## config.mk

```make
export PLATFORM = sky130hd
export DESIGN_NAME = frame_slip_buffer
export DESIGN_NICKNAME = d
export VERILOG_FILES = /design/src/rtl/slip_pkg.sv /design/src/rtl/slip_store.sv /design/src/rtl/slip_ctrl.sv /design/src/rtl/slip_counters.sv /design/src/rtl/frame_slip_buffer.sv
export SDC_FILE = /design/constraint.sdc
export NUM_CORES = 1
export LEC_CHECK = 0
export CORE_ASPECT_RATIO = 1.25
export CORE_MARGIN = 2
export CORE_UTILIZATION = 69
export CTS_CLUSTER_SIZE = 25
export DETAILED_ROUTE_END_ITERATION = 10
export DONT_BUFFER_PORTS = 1
export GPL_ROUTABILITY_DRIVEN = 0
export GPL_TIMING_DRIVEN = 0
export PLACE_DENSITY_LB_ADDON = 0.15
export SLEW_MARGIN = 20
export SYNTH_ARGS = -nofsm -noshare
export SYNTH_HDL_FRONTEND = slang
export SYNTH_SLANG_ARGS = --single-unit
```

## constraint.sdc

```tcl
create_clock -name clk -period 9.2 [get_ports clk]
set_input_delay 1.38 -clock clk [delete_from_list [all_inputs] [get_ports clk]]
set_output_delay 1.38 -clock clk [all_outputs]
set_load 0.005 [all_outputs]
```

## src/rtl/slip_pkg.sv

```systemverilog
package slip_pkg;

    // Kind of frame currently being delivered on the read side
    typedef enum logic [1:0] {
        RF_STEADY  = 2'd0,
        RF_REPLAY  = 2'd1,
        RF_SKIPPED = 2'd2
    } rd_frame_e;

    // Decision taken at a read-side frame boundary
    typedef enum logic [1:0] {
        SLIP_NONE = 2'd0,
        SLIP_DUP  = 2'd1,
        SLIP_DEL  = 2'd2
    } slip_e;

endpackage

```

## src/rtl/slip_store.sv

```systemverilog
module slip_store #(
    parameter int OCTET_W = 8,
    parameter int DEPTH   = 64,
    parameter int AW      = 6
) (
    input  logic               clk,
    input  logic               rst_n,
    input  logic               wr_en,
    input  logic [AW-1:0]      wr_addr,
    input  logic [OCTET_W-1:0] wr_data,
    input  logic               rd_en,
    input  logic [AW-1:0]      rd_addr,
    output logic [OCTET_W-1:0] rd_data
);

    logic [OCTET_W-1:0] mem [DEPTH];

    // Registered read returns the value held before a same-edge write
    always_ff @(posedge clk) begin
        if (!rst_n) begin
            for (int i = 0; i < DEPTH; i++) begin
                mem[i] <= '0;
            end
            rd_data <= '0;
        end else begin
            if (wr_en) begin
                mem[wr_addr] <= wr_data;
            end
            if (rd_en) begin
                rd_data <= mem[rd_addr];
            end
        end
    end

endmodule

```

## src/rtl/slip_ctrl.sv

```systemverilog
module slip_ctrl
    import slip_pkg::*;
#(
    parameter int FRAME_LEN = 32,
    parameter int AW        = 6,
    parameter int FILL_W    = 7
) (
    input  logic          clk,
    input  logic          rst_n,
    input  logic          wr_stb,
    input  logic          rd_stb,
    output logic [AW-1:0] wr_addr,
    output logic [AW-1:0] rd_addr,
    output logic          dup_evt,
    output logic          del_evt,
    output logic          slip_dup,
    output logic          slip_del,
    output logic          rd_replay
);

    localparam int FAW   = AW - 1;
    localparam int DEPTH = 2 * FRAME_LEN;
    localparam int LOW   = FRAME_LEN / 2;
    localparam int HIGH  = FRAME_LEN + FRAME_LEN / 2;
    localparam logic [AW-1:0]     FLIP   = AW'(FRAME_LEN);
    localparam logic [FILL_W-1:0] FRAMEF = FILL_W'(FRAME_LEN);

    logic [AW-1:0]     wptr, rptr, rptr_d;
    logic [FILL_W-1:0] fill, fill_adj, fill_d;
    logic              at_boundary;
    slip_e             slip_kind;
    rd_frame_e         state_q, state_d;

    // Boundary decision
    always_comb begin
        at_boundary = rd_stb && (rptr[FAW-1:0] == '0);
        slip_kind   = SLIP_NONE;
        if (at_boundary) begin
            if (fill < FILL_W'(LOW)) begin
                slip_kind = SLIP_DUP;
            end else if (fill > FILL_W'(HIGH)) begin
                slip_kind = SLIP_DEL;
            end
        end
    end

    // Address and fill arithmetic
    always_comb begin
        rd_addr = (slip_kind == SLIP_NONE) ? rptr : (rptr ^ FLIP);
        rptr_d  = rd_stb ? rd_addr + AW'(1) : rptr;
        unique case (slip_kind)
            SLIP_DUP: fill_adj = fill + FRAMEF;
            SLIP_DEL: fill_adj = fill - FRAMEF;
            default:  fill_adj = fill;
        endcase
        if (wr_stb && !rd_stb) begin
            fill_d = (fill_adj == FILL_W'(DEPTH)) ? fill_adj : fill_adj + FILL_W'(1);
        end else if (rd_stb && !wr_stb) begin
            fill_d = (fill_adj == '0) ? fill_adj : fill_adj - FILL_W'(1);
        end else begin
            fill_d = fill_adj;
        end
    end

    always_ff @(posedge clk) begin
        if (!rst_n) begin
            wptr <= FLIP;
            rptr <= '0;
            fill <= FRAMEF;
        end else begin
            if (wr_stb) begin
                wptr <= wptr + AW'(1);
            end
            rptr <= rptr_d;
            fill <= fill_d;
        end
    end

    assign wr_addr = wptr;
    assign dup_evt = (slip_kind == SLIP_DUP);
    assign del_evt = (slip_kind == SLIP_DEL);

    // Next-state logic: transitions only at read boundaries
    always_comb begin
        state_d = state_q;
        if (at_boundary) begin
            unique case (slip_kind)
                SLIP_DUP: state_d = RF_REPLAY;
                SLIP_DEL: state_d = RF_SKIPPED;
                default:  state_d = RF_STEADY;
            endcase
        end
    end

    // State register
    always_ff @(posedge clk) begin
        if (!rst_n) begin
            state_q <= RF_STEADY;
        end else begin
            state_q <= state_d;
        end
    end

    // Output process: pulses line up with the first octet of the new frame
    always_ff @(posedge clk) begin
        if (!rst_n) begin
            slip_dup <= 1'b0;
            slip_del <= 1'b0;
        end else begin
            slip_dup <= dup_evt;
            slip_del <= del_evt;
        end
    end

    assign rd_replay = (state_q == RF_REPLAY);

    assert_boundary_only_R3: assert property (@(posedge clk) disable iff (!rst_n)
        (rd_stb && rptr[FAW-1:0] != '0) |=> (!slip_dup && !slip_del));

    assert_dup_low_R4: assert property (@(posedge clk) disable iff (!rst_n)
        (at_boundary && fill < FILL_W'(LOW)) |=> (slip_dup && rptr[FAW-1:0] == FAW'(1)));

    assert_del_high_R5: assert property (@(posedge clk) disable iff (!rst_n)
        (at_boundary && fill > FILL_W'(HIGH)) |=> (slip_del && rptr[FAW-1:0] == FAW'(1)));

    assert_marks_R6: assert property (@(posedge clk) disable iff (!rst_n)
        (at_boundary && (fill == FILL_W'(LOW) || fill == FILL_W'(HIGH))) |=> (!slip_dup && !slip_del));

    assert_pulse_excl_R7: assert property (@(posedge clk) disable iff (!rst_n)
        $onehot0({slip_dup, slip_del}));

    assert_replay_rise_R9: assert property (@(posedge clk) disable iff (!rst_n)
        $rose(rd_replay) |-> slip_dup);

    assert_replay_clear_R9: assert property (@(posedge clk) disable iff (!rst_n)
        slip_del |-> (!rd_replay && state_q == RF_SKIPPED));

endmodule

```

## src/rtl/slip_counters.sv

```systemverilog
module slip_counters #(
    parameter int CNT_W = 8,
    parameter int NUM   = 2
) (
    input  logic                      clk,
    input  logic                      rst_n,
    input  logic [NUM-1:0]            inc,
    output logic [NUM-1:0][CNT_W-1:0] count
);

    localparam logic [CNT_W-1:0] CNT_MAX = '1;

    for (genvar g = 0; g < NUM; g++) begin : g_cnt
        logic [CNT_W-1:0] q;

        always_ff @(posedge clk) begin
            if (!rst_n) begin
                q <= '0;
            end else if (inc[g] && q != CNT_MAX) begin
                q <= q + CNT_W'(1);
            end
        end

        assign count[g] = q;

        assert_count_step_R8: assert property (@(posedge clk) disable iff (!rst_n)
            (inc[g] && count[g] != CNT_MAX) |=> (count[g] == $past(count[g]) + CNT_W'(1)));

        assert_count_hold_R8: assert property (@(posedge clk) disable iff (!rst_n)
            (count[g] == CNT_MAX) |=> (count[g] == CNT_MAX));
    end

endmodule

```

## src/rtl/frame_slip_buffer.sv

```systemverilog
module frame_slip_buffer #(
    parameter int OCTET_W   = 8,
    parameter int FRAME_LEN = 32,
    parameter int CNT_W     = 8
) (
    input  logic               clk,
    input  logic               rst_n,
    input  logic               wr_stb,
    input  logic [OCTET_W-1:0] wr_octet,
    input  logic               rd_stb,
    output logic [OCTET_W-1:0] rd_octet,
    output logic               rd_replay,
    output logic               slip_dup,
    output logic               slip_del,
    output logic [CNT_W-1:0]   dup_count,
    output logic [CNT_W-1:0]   del_count
);

    localparam int DEPTH  = 2 * FRAME_LEN;
    localparam int AW     = $clog2(DEPTH);
    localparam int FILL_W = AW + 1;

    logic [AW-1:0]          wr_addr, rd_addr;
    logic                   dup_evt, del_evt;
    logic [1:0][CNT_W-1:0]  counts;

    slip_ctrl #(
        .FRAME_LEN(FRAME_LEN),
        .AW       (AW),
        .FILL_W   (FILL_W)
    ) u_ctrl (
        .clk      (clk),
        .rst_n    (rst_n),
        .wr_stb   (wr_stb),
        .rd_stb   (rd_stb),
        .wr_addr  (wr_addr),
        .rd_addr  (rd_addr),
        .dup_evt  (dup_evt),
        .del_evt  (del_evt),
        .slip_dup (slip_dup),
        .slip_del (slip_del),
        .rd_replay(rd_replay)
    );

    slip_store #(
        .OCTET_W(OCTET_W),
        .DEPTH  (DEPTH),
        .AW     (AW)
    ) u_store (
        .clk    (clk),
        .rst_n  (rst_n),
        .wr_en  (wr_stb),
        .wr_addr(wr_addr),
        .wr_data(wr_octet),
        .rd_en  (rd_stb),
        .rd_addr(rd_addr),
        .rd_data(rd_octet)
    );

    slip_counters #(
        .CNT_W(CNT_W),
        .NUM  (2)
    ) u_count (
        .clk  (clk),
        .rst_n(rst_n),
        .inc  ({del_evt, dup_evt}),
        .count(counts)
    );

    assign dup_count = counts[0];
    assign del_count = counts[1];

endmodule

```

==> results.md <==
Run status:
- The flow ran to the end, and the final reports show no timing, DRC or antenna violations.

Timing:
- The number of hold violations in the final report is 0.
- The clock skew is 0.02476 ns.
- The number of max-slew violations in the final report was 0.
- The final setup violation count is 0.
- The actual transition at the worst max-transition pin is 1.088 ns.
- The share of the clock period used by the worst path is around 49%.
- Headroom to the max-slew limit came out at 27.50%.
- Timing would allow up to 223.9 MHz.
- Setup repair after global routing left no endpoint under its margin.
- The total negative setup slack is 0 ns.
- The clock period minus final worst setup slack is 4.466 ns.

Logic synthesis:
- The distinct cell type count after synthesis is 68.
- After technology mapping, the gate count stands at 1887.
- The synthesis-stage register bit count is 559.
- The average instance in the mapped netlist occupies 13.97 µm².
- The sequential fraction of the synthesis area is approximately 62%.
- The number of warnings reported in the yosys synthesis log is 0.
- The prevailing post-synth register cell is edfxtp_1.
- The post-synthesis instance area is approximately 26000 µm².
- Of all flip-flops after synthesis, the portion carrying an async set or reset was 0%.
- Counting every net in the synthesized netlist gives 1907.
- Yosys mapped a number of flops with a built-in enable equal to 512.

Floorplanning:
- The height of the die is 222.5 µm.
- The core area is roughly 38000 µm².
- The initial core utilization is 69.47%.
- The row count is 80.
- The die width is 178.8 µm.
- For this design the top-level I/O count stands at 39.
- The floorplan step defined a die boundary enclosing just under 40000 µm².

CTS:
- The number of CTS-inserted buffers is 52.
- The maximum clock path buffer count is 3.
- Once the clock tree was built, the resizer swapped 0 gates to a different size.
- The insertion delay to the later sink of the worst-skew pair is 0.59 ns.
- The H-tree was split into 2 levels.
- The number of hold buffers added after CTS is 0.
- The number of buffers added for setup after CTS is 0.
- The tree is rooted in a clkbuf_16.
- The CTS tree is done.
- The clock drives 559 sinks.
- Clock-pin slew was measured on the worst setup and hold paths at 0.06 ns.

Critical path:
- The number of cells traversed by the worst register-to-register path is 16.
- The arrival time of the worst setup path is roughly 5 ns.
- The critical path is of the register to register type.
- STA puts the critical path data required time at 9.71 ns.
- The top fanout value on the critical path is 10.
- The worst setup path is launched from a register.
- The endpoint class of the critical path is a register.

Route:
- The mean number of vias per cell is 6.916.
- The per-cell routed wire length is between 30 and 40 µm.
- The total number of vias is 17151.
- For this block, the initial DRC count from the detailed router was 3207.
- The pre-antenna-repair detailed-routing pass consisted of 9 iterations.
- The detail route stage leaves a number of antenna-violating nets equal to 0.
- The total wire length after detailed routing is 77060 µm.
- The remaining routing DRC violations is 0.

GRT:
- The first global-routing pass estimated between 100000 and 150000 µm of wire.
- Global routing used 39.92% of the available tracks across all layers.
- The global-route congestion overflow total is 0.
- The number of global-route vias before repair is 17178.
- The maximum number of pins on one net before global-route repair is 16.
- The number of antenna violations at the first check in global routing is 2.

Power and ir drop:
- IR analysis of the VDD net gives a maximum drop of 0.1503 mV.
- The total power per unit cell area is approximately 200 nW/µm².
- In this run the static leakage power is about 10 nW.

Layout:
- Of the cells placed in the final design, the portion with a size suffix greater than 1 is 14.36%.
- The utilization of the core after routing is 75.54%.
- The post-layout instance area is 28660 µm².
- The library cell used most frequently in the layout, excluding fill and tap cells, is and2_1.
- After the last flow step, the layout net total stands at 1962.
- The post-synthesis to final-layout area growth is 8.745%.
- Counting the fill cells in the layout gives 2253.
- The top cell types in the final layout, fill and taps aside, are 524 x and2_1, 512 x edfxtp_1, 127 x mux4_2.
- After the flow finishes, the layout carries non-filler instances totaling ~2500.

Placed design:
- Detailed placement finished with a half-perimeter wire length of 53520 µm.
- The number of placed instances, taps included, is 2380.
- Once placement finished, the instance area stood at around 27000 µm².
- The count of buffers added on input and output ports is 0.

Worst hold path:
- The min-delay analysis places its worst path in the category register to register.
- The worst hold path passes through 2 cells.

Job:
- The max capacitance violation total is 0.
==> critical path: stages, from the launching register on <==
cell and delay, ns:
dfxtp_1 0.33, buf_6 0.16, buf_4 0.25, inv_1 0.11, buf_2 0.31, buf_2 0.47
ha_1 0.35, nand2_1 0.17, nor2_1 0.30, inv_2 0.11, ha_1 0.35, clkbuf_1 0.35
nor3_1 0.09, o21bai_1 0.42, nand2_1 0.18, o211a_1 0.24, nor3_1 0.17
==> per-layer routing <==
metal  GRT usage (%)  vias to the layer above  wire, µm
met5               0                        -        15
met4           27.98                        2      6886
met3           12.44                      352     10050
met2           60.62                     1375     35510
met1           48.73                     8416     24590
li1                -                     7006         -
==> state kept, by name, summed over array words and instances (netlist names) <==
name and count:
u_ctrl.fill 7, u_ctrl.state_q 2, u_store.rd_data 8, u_ctrl.rptr 6, u_ctrl.wr_addr 6, u_ctrl.slip_del 1
u_store.mem 512, u_ctrl.slip_dup 1, u_count.g_cnt.q 16
==> cell families (layout without fill, tap and decap cells) <==
group                    after synthesis  in the layout  share of synthesized area, %
flip-flops                           559            559                         61.91
buffers and inverters                162            259                         2.996
multiplexers                         164            164                         12.51
other                                  0              4                             0
adder cells (fa/ha/maj)                8              8                        0.3798
AND/OR/NAND/NOR                      813            813                         17.59
AO/OA/AOI/OAI                        154            154                         3.717
XOR/XNOR                              27             27                        0.8973
==> Yosys cell counts, types with 4 or more instances <==
cell / number / area share (%)
and2_1: 524 / 12
clkbuf_1: 87 / 1.2
o2111ai_1: 4 / 0.13
buf_1: 11 / 0.16
nor2_2: 12 / 0.28
o21ai_1: 4 / 0.076
buf_4: 11 / 0.31
buf_6: 5 / 0.21
buf_2: 30 / 0.57
buf_12: 4 / 0.30
o21ai_0: 77 / 1.5
nand3b_1: 4 / 0.11
a31oi_1: 5 / 0.12
a211oi_1: 5 / 0.14
mux4_2: 127 / 11
nor3_1: 11 / 0.21
nand3_1: 20 / 0.38
ha_1: 8 / 0.38
mux4_1: 4 / 0.40
or2_2: 8 / 0.19
dfxtp_1: 47 / 3.6
a221oi_1: 6 / 0.20
a21oi_1: 13 / 0.25
o22ai_1: 10 / 0.24
nand2_1: 70 / 1.0
xnor2_1: 14 / 0.47
inv_1: 9 / 0.13
o211ai_1: 7 / 0.20
nand4_1: 13 / 0.31
edfxtp_1: 512 / 58
and3_1: 9 / 0.21
xor2_1: 13 / 0.43
mux2i_1: 32 / 1.2
nor2b_1: 7 / 0.17
nor2_1: 115 / 1.6
==> area by class of cell <==
class / instances / area [µm²] / area share [%]
clock inverters: 32 / 241.5 / 0.8426
multi-input cells: 1166 / 9249 / 32.27
flip-flops and latches: 559 / 16320 / 56.93
repair buffers: 1 / 7.507 / 0.02620
diodes: 4 / 10.01 / 0.03493
inverters: 14 / 52.55 / 0.1834
plain buffers: 148 / 737.0 / 2.571
clock buffers: 64 / 1430 / 4.990
well taps: 492 / 615.6 / 2.148
==> path summary, 6_finish.rpt <==
path	from	end	slack, ns
worst max-delay path	u_ctrl.rptr[0]$_SDFFE_PN0P_	u_ctrl.fill[4]$_SDFFE_PN0P_	4.73
worst min register to register	u_ctrl.state_q[0]$_SDFFE_PN0P_	u_ctrl.state_q[0]$_SDFFE_PN0P_	0.46
worst min-delay path	u_ctrl.state_q[0]$_SDFFE_PN0P_	u_ctrl.state_q[0]$_SDFFE_PN0P_	0.46
worst max register to register	u_ctrl.rptr[0]$_SDFFE_PN0P_	u_ctrl.fill[4]$_SDFFE_PN0P_	4.73
==> power breakdown <==
group	total (mW)	switching (mW)	internal (mW)
logic	0.591	0.389	0.203
registers	2.91	0.0459	2.86
clock network	2.14	0.954	1.19
==> metrics by stage <==
stage / setup WS (ns) / hold slack [ns] / total power [mW]
6_report: 4.734 / 0.4578 / 5.641
5_1_grt: 4.497 / 0.4810 / 5.736
4_1_cts: 4.816 / 0.4603 / 5.594
3_5_place_dp: 4.744 / 0.4516 / 3.523
3_3_place_gp: 4.571 / 0.4390 / 3.505
2_1_floorplan: 5.438 / 0.4318 / 3.299
Note: power is estimated with default switching activity, not from simulation.
